$ cat src/rtl/lu_pkg.sv
// Package: shared types for the load unit.
// Assumes a fixed 16-bit instruction layout with 3-bit register fields.
package lu_pkg;

    localparam int INSTR_W = 16;
    localparam int RSEL_W  = 3;
    localparam int DISP_W  = 6;

    typedef enum logic [2:0] {
        ST_IDLE = 3'd0,
        ST_ADDR = 3'd1,
        ST_READ = 3'd2,
        ST_CAPT = 3'd3,
        ST_WB   = 3'd4,
        ST_DONE = 3'd5
    } lu_state_e;

    typedef struct packed {
        logic              indexed;
        logic [RSEL_W-1:0] dst;
        logic [RSEL_W-1:0] base;
        logic [RSEL_W-1:0] idx;
        logic [DISP_W-1:0] disp;
    } lu_instr_t;

endpackage

$ cat src/rtl/lu_decode.sv
// Module: lu_decode
// Splits the held instruction word into its fields and sign-extends the
// displacement to the address width. Assumes AW >= DISP_W.
module lu_decode
    import lu_pkg::*;
#(
    parameter int AW = 16
) (
    input  lu_instr_t         ir,
    output logic              indexed,
    output logic [RSEL_W-1:0] dst,
    output logic [RSEL_W-1:0] base_sel,
    output logic [RSEL_W-1:0] idx_sel,
    output logic [AW-1:0]     disp_ext
);
    localparam int EXT_W = AW - DISP_W;

    // Field extraction and displacement sign extension.
    always_comb begin
        indexed  = ir.indexed;
        dst      = ir.dst;
        base_sel = ir.base;
        idx_sel  = ir.idx;
        disp_ext = {{EXT_W{ir.disp[DISP_W-1]}}, ir.disp};
    end
endmodule

$ cat src/rtl/lu_agu.sv
// Module: lu_agu
// Effective address adder. Adds the base value, the index value when
// indexed mode is selected, and the extended displacement, wrapping at AW.
module lu_agu #(
    parameter int AW = 16
) (
    input  logic          indexed,
    input  logic [AW-1:0] base_val,
    input  logic [AW-1:0] idx_val,
    input  logic [AW-1:0] disp_ext,
    output logic [AW-1:0] ea
);
    logic [AW-1:0] idx_term;

    // Gate the index term by mode, then form the three-way sum.
    always_comb begin
        idx_term = indexed ? idx_val : '0;
        ea       = base_val + idx_term + disp_ext;
    end
endmodule

$ cat src/rtl/lu_regfile.sv
// Module: lu_regfile
// NREG x DW register file with three combinational read ports and one
// write port fed from two sources: the load write-back (priority) and an
// external write that is honoured only when ext_ok is high.
// Assumes synchronous active-low reset clears every entry.
module lu_regfile #(
    parameter int NREG = 8,
    parameter int DW   = 16,
    localparam int SW  = $clog2(NREG)
) (
    input  logic          clk,
    input  logic          rst_n,
    input  logic          ld_we,
    input  logic [SW-1:0] ld_waddr,
    input  logic [DW-1:0] ld_wdata,
    input  logic          ext_ok,
    input  logic          ext_we,
    input  logic [SW-1:0] ext_waddr,
    input  logic [DW-1:0] ext_wdata,
    input  logic [SW-1:0] ra_a,
    output logic [DW-1:0] rd_a,
    input  logic [SW-1:0] ra_b,
    output logic [DW-1:0] rd_b,
    input  logic [SW-1:0] ra_c,
    output logic [DW-1:0] rd_c
);
    logic [DW-1:0] regs [NREG];

    // Each entry decodes its own write enable; load write-back wins.
    for (genvar g = 0; g < NREG; g++) begin : g_entry
        logic hit_ld;
        logic hit_ext;
        assign hit_ld  = ld_we && (ld_waddr == SW'(g));
        assign hit_ext = ext_ok && ext_we && (ext_waddr == SW'(g));

        // Entry storage update.
        always_ff @(posedge clk) begin
            if (!rst_n)       regs[g] <= '0;
            else if (hit_ld)  regs[g] <= ld_wdata;
            else if (hit_ext) regs[g] <= ext_wdata;
        end
    end

    // Read ports.
    always_comb begin
        rd_a = regs[ra_a];
        rd_b = regs[ra_b];
        rd_c = regs[ra_c];
    end
endmodule

$ cat src/rtl/lu_ctrl.sv
// Module: lu_ctrl
// Sequencer for one load: ADDR (address into MAR), READ (memory port
// presented), CAPT (read data into MDR), WB (MDR into register), DONE.
// Accepts start only in IDLE or DONE; start in any other state is ignored.
module lu_ctrl
    import lu_pkg::*;
(
    input  logic      clk,
    input  logic      rst_n,
    input  logic      start,
    output lu_state_e state,
    output logic      ld_ir,
    output logic      ld_mar,
    output logic      ld_mdr,
    output logic      wr_rf,
    output logic      mem_rd,
    output logic      busy,
    output logic      done
);
    lu_state_e nxt;
    logic      accept;

    // Next-state selection.
    always_comb begin
        accept = start && ((state == ST_IDLE) || (state == ST_DONE));
        nxt    = state;
        unique case (state)
            ST_IDLE: nxt = accept ? ST_ADDR : ST_IDLE;
            ST_ADDR: nxt = ST_READ;
            ST_READ: nxt = ST_CAPT;
            ST_CAPT: nxt = ST_WB;
            ST_WB:   nxt = ST_DONE;
            ST_DONE: nxt = accept ? ST_ADDR : ST_IDLE;
            default: nxt = ST_IDLE;
        endcase
    end

    // State register.
    always_ff @(posedge clk) begin
        if (!rst_n) state <= ST_IDLE;
        else        state <= nxt;
    end

    // Step strobes and status decoded from the current state.
    always_comb begin
        ld_ir  = accept;
        ld_mar = (state == ST_ADDR);
        mem_rd = (state == ST_READ);
        ld_mdr = (state == ST_CAPT);
        wr_rf  = (state == ST_WB);
        busy   = (state == ST_ADDR) || (state == ST_READ) ||
                 (state == ST_CAPT) || (state == ST_WB);
        done   = (state == ST_DONE);
    end
endmodule

$ cat src/rtl/lu_load_unit.sv
// Module: lu_load_unit (top)
// Multicycle load unit: holds the accepted instruction, forms the effective
// address, loads it into MAR, reads a synchronous memory with one cycle of
// latency into MDR, and writes MDR into the destination register.
// Assumes the memory returns mem_rdata one clock after mem_rd/mem_addr.
module lu_load_unit
    import lu_pkg::*;
#(
    parameter int DW   = 16,
    parameter int NREG = 8,
    localparam int SW  = $clog2(NREG)
) (
    input  logic          clk,
    input  logic          rst_n,
    input  logic          start,
    input  logic [15:0]   instr,
    output logic          busy,
    output logic          done,
    output logic [DW-1:0] mem_addr,
    output logic          mem_rd,
    input  logic [DW-1:0] mem_rdata,
    input  logic          rf_we,
    input  logic [SW-1:0] rf_waddr,
    input  logic [DW-1:0] rf_wdata,
    input  logic [SW-1:0] rf_raddr,
    output logic [DW-1:0] rf_rdata
);
    lu_state_e         state_q;
    lu_instr_t         ir_q;
    logic [DW-1:0]     mar_q;
    logic [DW-1:0]     mdr_q;
    logic              ld_ir, ld_mar, ld_mdr, wr_rf;
    logic              indexed;
    logic [RSEL_W-1:0] dst, base_sel, idx_sel;
    logic [DW-1:0]     disp_ext, base_val, idx_val, ea;

    lu_ctrl u_ctrl (
        .clk    (clk),
        .rst_n  (rst_n),
        .start  (start),
        .state  (state_q),
        .ld_ir  (ld_ir),
        .ld_mar (ld_mar),
        .ld_mdr (ld_mdr),
        .wr_rf  (wr_rf),
        .mem_rd (mem_rd),
        .busy   (busy),
        .done   (done)
    );

    // Instruction holding register, loaded when a start is accepted.
    always_ff @(posedge clk) begin
        if (!rst_n)     ir_q <= '0;
        else if (ld_ir) ir_q <= lu_instr_t'(instr);
    end

    lu_decode #(.AW(DW)) u_dec (
        .ir       (ir_q),
        .indexed  (indexed),
        .dst      (dst),
        .base_sel (base_sel),
        .idx_sel  (idx_sel),
        .disp_ext (disp_ext)
    );

    lu_regfile #(.NREG(NREG), .DW(DW)) u_rf (
        .clk       (clk),
        .rst_n     (rst_n),
        .ld_we     (wr_rf),
        .ld_waddr  (SW'(dst)),
        .ld_wdata  (mdr_q),
        .ext_ok    (!busy),
        .ext_we    (rf_we),
        .ext_waddr (rf_waddr),
        .ext_wdata (rf_wdata),
        .ra_a      (SW'(base_sel)),
        .rd_a      (base_val),
        .ra_b      (SW'(idx_sel)),
        .rd_b      (idx_val),
        .ra_c      (rf_raddr),
        .rd_c      (rf_rdata)
    );

    lu_agu #(.AW(DW)) u_agu (
        .indexed  (indexed),
        .base_val (base_val),
        .idx_val  (idx_val),
        .disp_ext (disp_ext),
        .ea       (ea)
    );

    // Step one: effective address into MAR.
    always_ff @(posedge clk) begin
        if (!rst_n)      mar_q <= '0;
        else if (ld_mar) mar_q <= ea;
    end

    // Step two: memory word into MDR.
    always_ff @(posedge clk) begin
        if (!rst_n)      mdr_q <= '0;
        else if (ld_mdr) mdr_q <= mem_rdata;
    end

    // MAR drives the memory address port.
    assign mem_addr = mar_q;
endmodule

$ cat config.mk
export PLATFORM = sky130hd
export DESIGN_NAME = lu_load_unit
export DESIGN_NICKNAME = d
export VERILOG_FILES = /design/src/rtl/lu_pkg.sv /design/src/rtl/lu_decode.sv /design/src/rtl/lu_agu.sv /design/src/rtl/lu_regfile.sv /design/src/rtl/lu_ctrl.sv /design/src/rtl/lu_load_unit.sv
export SDC_FILE = /design/constraint.sdc
export NUM_CORES = 1
export LEC_CHECK = 0
export BUFFER_PORTS_ARGS = -buffer_cell sky130_fd_sc_hd__buf_2
export CORE_ASPECT_RATIO = 1.75
export CORE_MARGIN = 2
export CORE_UTILIZATION = 50
export DETAILED_ROUTE_END_ITERATION = 7
export HOLD_SLACK_MARGIN = 0.15
export PLACE_DENSITY = 0.68
export SETUP_SLACK_MARGIN = 0.1
export SYNTH_ARGS = -nofsm -noshare
export SYNTH_HDL_FRONTEND = slang
export SYNTH_HIERARCHICAL = 1
export SYNTH_SLANG_ARGS = --single-unit
export TNS_END_PERCENT = 100
$ cat constraint.sdc
create_clock -name clk -period 5.3 [get_ports clk]
set_input_delay 0.265 -clock clk [delete_from_list [all_inputs] [get_ports clk]]
set_output_delay 0.265 -clock clk [all_outputs]
set_load 0.005 [all_outputs]
==> implementation parameters <==
Parameter                              Value

Timing
  Setup repair after global routing missed its margin ... false
  Final worst path period need ... 4.46 ns
  Headroom to the max-slew limit ... 21.8%
  Final count of hold timing violations ... 0
  Maximum clock skew at final layout ... 0.00823 ns
  Period Utilization, post-route ... 84.2%
  Slew at the pin with the worst max-slew slack ... 1.17 ns
  Final Slew Violations ... 0
  Setup violations, final ... 0
  Total Negative Setup Slacks ... 0 ns
  Achievable clock frequency ... 224 MHz

Setup path
  Highest-delay cell along the critical path ... dfxtp_2
  Crit path DAT ... 4.84 ns
  Worst path cell trace ... buf_4 -> mux4_2 -> mux2_2 -> and2_1 -> fa_1 -> ha_1 -> and3_1 -> nand2_1 -> o221a_4 -> or4_1 -> o2111ai_1 -> mux2i_1 -> nor2b_1
  Setup CP Type ... reg2reg
  Worst R2R Path Depth ... 13
  Cell family contributing the most delay on the critical path ... simple AND/OR/NAND/NOR gates
  Crit start category ... register
  Reg2Reg Setup Slack ... approximately 0.84 ns
  Critical path peak fanout ... 20
  Destination of the worst register-to-register timing path ... mem_addr[15]$_SDFFE_PN0P_
  FF-to-FF Start ... ir_q[7]$_SDFFE_PN0P_
  Worst setup EP type ... register
  Stage delay of the slowest cell on the critical path ... 0.76 ns
  Critical path data required time ... 5.68 ns
  Crit path buf inv count ... 1

Cells and area
  Final-layout fill cell count ... around 2,000
  Relative area change from synthesis to final layout ... 8.81%
  Antenna cell count ... 0
  Fraction of layout cells with a size suffix above 1 ... a little under a third
  Number of nets in the finished design ... 1,092
  Share of the core filled with cells ... 55.1%

Yosys
  Proportion of synthesized flip-flops having asynchronous set or reset ... 0%
  Number of flops mapped to enable cells by yosys ... 128
  Cell accounting for the most synthesized area ... edfxtp_1
  Seq/Total Area, Yosys ... 40.2%
  Syn nets ... 1,068
  Cell types occupying the most area after synthesis ... edfxtp_1 (32%), mux4_2 (18%), dfxtp_1 (8.4%)
  Synthesized netlist cell count ... 980
  Simple-Gate Fraction of Synth Area ... between 10% and 20%
  Post-synthesis compound-gate area fraction ... 10.1%
  Primary FF master, synth ... edfxtp_1
  Post-synthesis instance area ... 12,100 um2
  Largest family of logic cells by synthesized area ... multiplexers
  Warning count from the yosys run ... 6
  Mean Syn Cell Area ... between 10 and 15 um2
  Top cell type's share of synthesized area ... between 30% and 40%
  Synthesized-area fraction occupied by xor and xnor cells ... under 10%
  Synth cell types ... 65
  Post-synthesis adder-cell area fraction ... 4.09%
  Proportion of synthesized area in mux cells ... about a quarter
  Synthesized flop and latch total ... 179

Route
  Iteration count of the initial detailed-routing pass ... 6
  Average routed wire per standard cell ... 22.6 um
  Count of nets left with antenna violations after detail routing ... 0
  Avg Vias per Cell ... 6.38
  DRC ... 0
  Overall via count from detail_route ... 8,449
  DRT iter0 DRCs ... 726
  Routed Wire Length ... about 30 mm

Clocking
  Maximum number of buffers from clock root to sink ... 2
  Level count of the clock H-tree ... 4
  Clock transition at the registers of the reported paths ... 0.07 ns
  TritonCTS clock tree ... built
  Latest clock arrival within the worst-skew pair ... 0.44 ns
  Number of buffers inserted during clock tree synthesis ... 17
  Root buffer cell ... clkbuf_16
  Post-cts gate resize count ... 0
  CTS sink count ... 179

Hold path
  WHS Endpoint ... u_ctrl/state[0]$_SDFF_PN0_
  Path category of the worst min-delay check ... in2reg
  Hold_sp ... start
  Cell depth of the worst hold path ... 3

Power
  Max VDD drop ... 202 uV
  Ratio of total power to cell area ... around 280 nW/um2
  Static power due to leakage ... 4.79 nW

Placement
  Final weighted congestion of routability-driven global placement ... 0.888
  Number of port buffers ... 92
  Final HPWL from detailed placement ... between 20 and 25 mm

Floorplanning
  Die Area ... 25,500 um2
  Total core area ... about 24,000 um2
  Number of core rows ... 75
  # IOs ... 93
  Starting density of the core ... 50.6%
  Die height ... 210 um
  Die extent in x ... 122 um

Global routing
  Number of global-route vias before repair ... 8,139
  Largest net degree at the start of global routing ... 80
  Initial antenna violation count ... 0
  Wire length of the first global-routing pass ... between 40 and 50 mm
  Global routing usage summed across all routing layers ... approximately a quarter
  Global-route congestion overflow total ... 0

Flow run
  Number of maximum-capacitance constraint violations ... 0

Run status
  Outcome ... finished clean
cell type report:
type                       count  area (um2)  area share (%)
clock buffer                  19         443            3.36
clock inverter                13         103           0.778
inverter                      17        63.8           0.484
multi-input combinational    647        6400            48.6
sequential                   179        4870            36.9
tap                          308         385            2.92
timing repair buffer         142         918            6.97
placed cells by master, fill, tap and decap left out, types with 19 or more instances in the layout:
master,instances
a22o_1,32
buf_2,91
buf_4,19
dfxtp_1,49
dlygate4sd3_1,32
edfxtp_1,128
mux2_2,48
mux2i_1,48
mux4_2,96
nand2_1,61
nand3_1,75
nor2b_1,52
o22ai_1,87
logic make-up (layout without fill, tap and decap cells):
logic type	Yosys count	count (layout)
multiplexers	192	192
buffers and inverters	154	191
adder cells (fa/ha/maj)	30	30
flip-flops	179	179
XOR/XNOR	14	14
AO/OA/AOI/OAI	163	163
AND/OR/NAND/NOR	248	248
worst max path at each step:
stage	start	to	slack, ns	cells after the start
2_1_floorplan	ir_q[7]$_SDFFE_PN0P_	mem_addr[13]$_SDFFE_PN0P_	1.36	15
3_3_place_gp	ir_q[7]$_SDFFE_PN0P_	mem_addr[15]$_SDFFE_PN0P_	0.90	13
3_5_place_dp	ir_q[7]$_SDFFE_PN0P_	mem_addr[15]$_SDFFE_PN0P_	0.85	13
4_1_cts	ir_q[7]$_SDFFE_PN0P_	mem_addr[15]$_SDFFE_PN0P_	0.81	13
5_1_grt	ir_q[7]$_SDFFE_PN0P_	mem_addr[15]$_SDFFE_PN0P_	0.62	13
6_report	ir_q[7]$_SDFFE_PN0P_	mem_addr[15]$_SDFFE_PN0P_	0.84	13
stage by stage:
stage / worst slack [ns] / cells / hold WS (ns) / cell area (um2) / power (mW)
after floorplan: 1.36 / 980 / 0.405 / 12100 / 2.38
after global placement: 0.902 / 1261 / 0.492 / 12300 / 2.53
after detailed placement: 0.846 / 1261 / 0.502 / 12300 / 2.55
after CTS: 0.805 / 1325 / 0.183 / 13200 / 3.74
after global routing: 0.616 / 1325 / 0.225 / 13200 / 3.88
final: 0.838 / 1325 / 0.207 / 13200 / 3.71
report_power, final:
part           switching (mW)  internal, mW
registers               0.103          1.59
logic                   0.408         0.441
clock network           0.557         0.617
registers in the layout (all words and copies together), names as in the netlist:
| signal | cells |
|---|---|
| mdr_q | 16 |
| u_rf/regs | 128 |
| ir_q | 16 |
| mem_addr | 16 |
| u_ctrl/state | 3 |
cell usage after synthesis (all sizes together) (3+ instances only):
| cell | instances |
|---|---|
| nand4b | 3 |
| o22ai | 95 |
| o21ai | 4 |
| nand2 | 61 |
| nor3b | 5 |
| buf | 93 |
| xor2 | 4 |
| nor2 | 9 |
| edfxtp | 128 |
| a21boi | 3 |
| mux2 | 48 |
| dfxtp | 51 |
| fa | 16 |
| ha | 14 |
| and3 | 3 |
| clkbuf | 44 |
| mux2i | 48 |
| nor3 | 3 |
| nand3 | 75 |
| nand4 | 4 |
| mux4 | 96 |
| inv | 17 |
| a22o | 32 |
| a21oi | 7 |
| nor2b | 52 |
| nand3b | 3 |
| and2 | 14 |
| xnor2 | 9 |
repair_timing:
action,4_1_cts,5_1_grt
hold buffers,32,0
endpoints found under the setup margin,0,0
endpoints found under the hold margin,32,0
buffers inserted,0,0
worst reg2reg max path: stages, from the launching register on:
cell       delay (ns)
dfxtp_2          0.76
buf_4            0.42
mux4_2           0.55
mux2_2           0.27
and2_1           0.16
fa_1             0.44
ha_1             0.40
and3_1           0.26
nand2_1          0.08
o221a_4          0.28
or4_1            0.47
o2111ai_1        0.11
mux2i_1          0.10
nor2b_1          0.11
routing by layer:
metal / vias up / routed length (um) / global-route usage (%)
li1: 3834 / - / -
met5: - / 0 / 0
met2: 402 / 15400 / 41.1
met3: 61 / 1720 / 3.37
met1: 4152 / 11900 / 30.8
met4: 0 / 980 / 10.2
No activity file was read; power rests on OpenSTA's default activity.
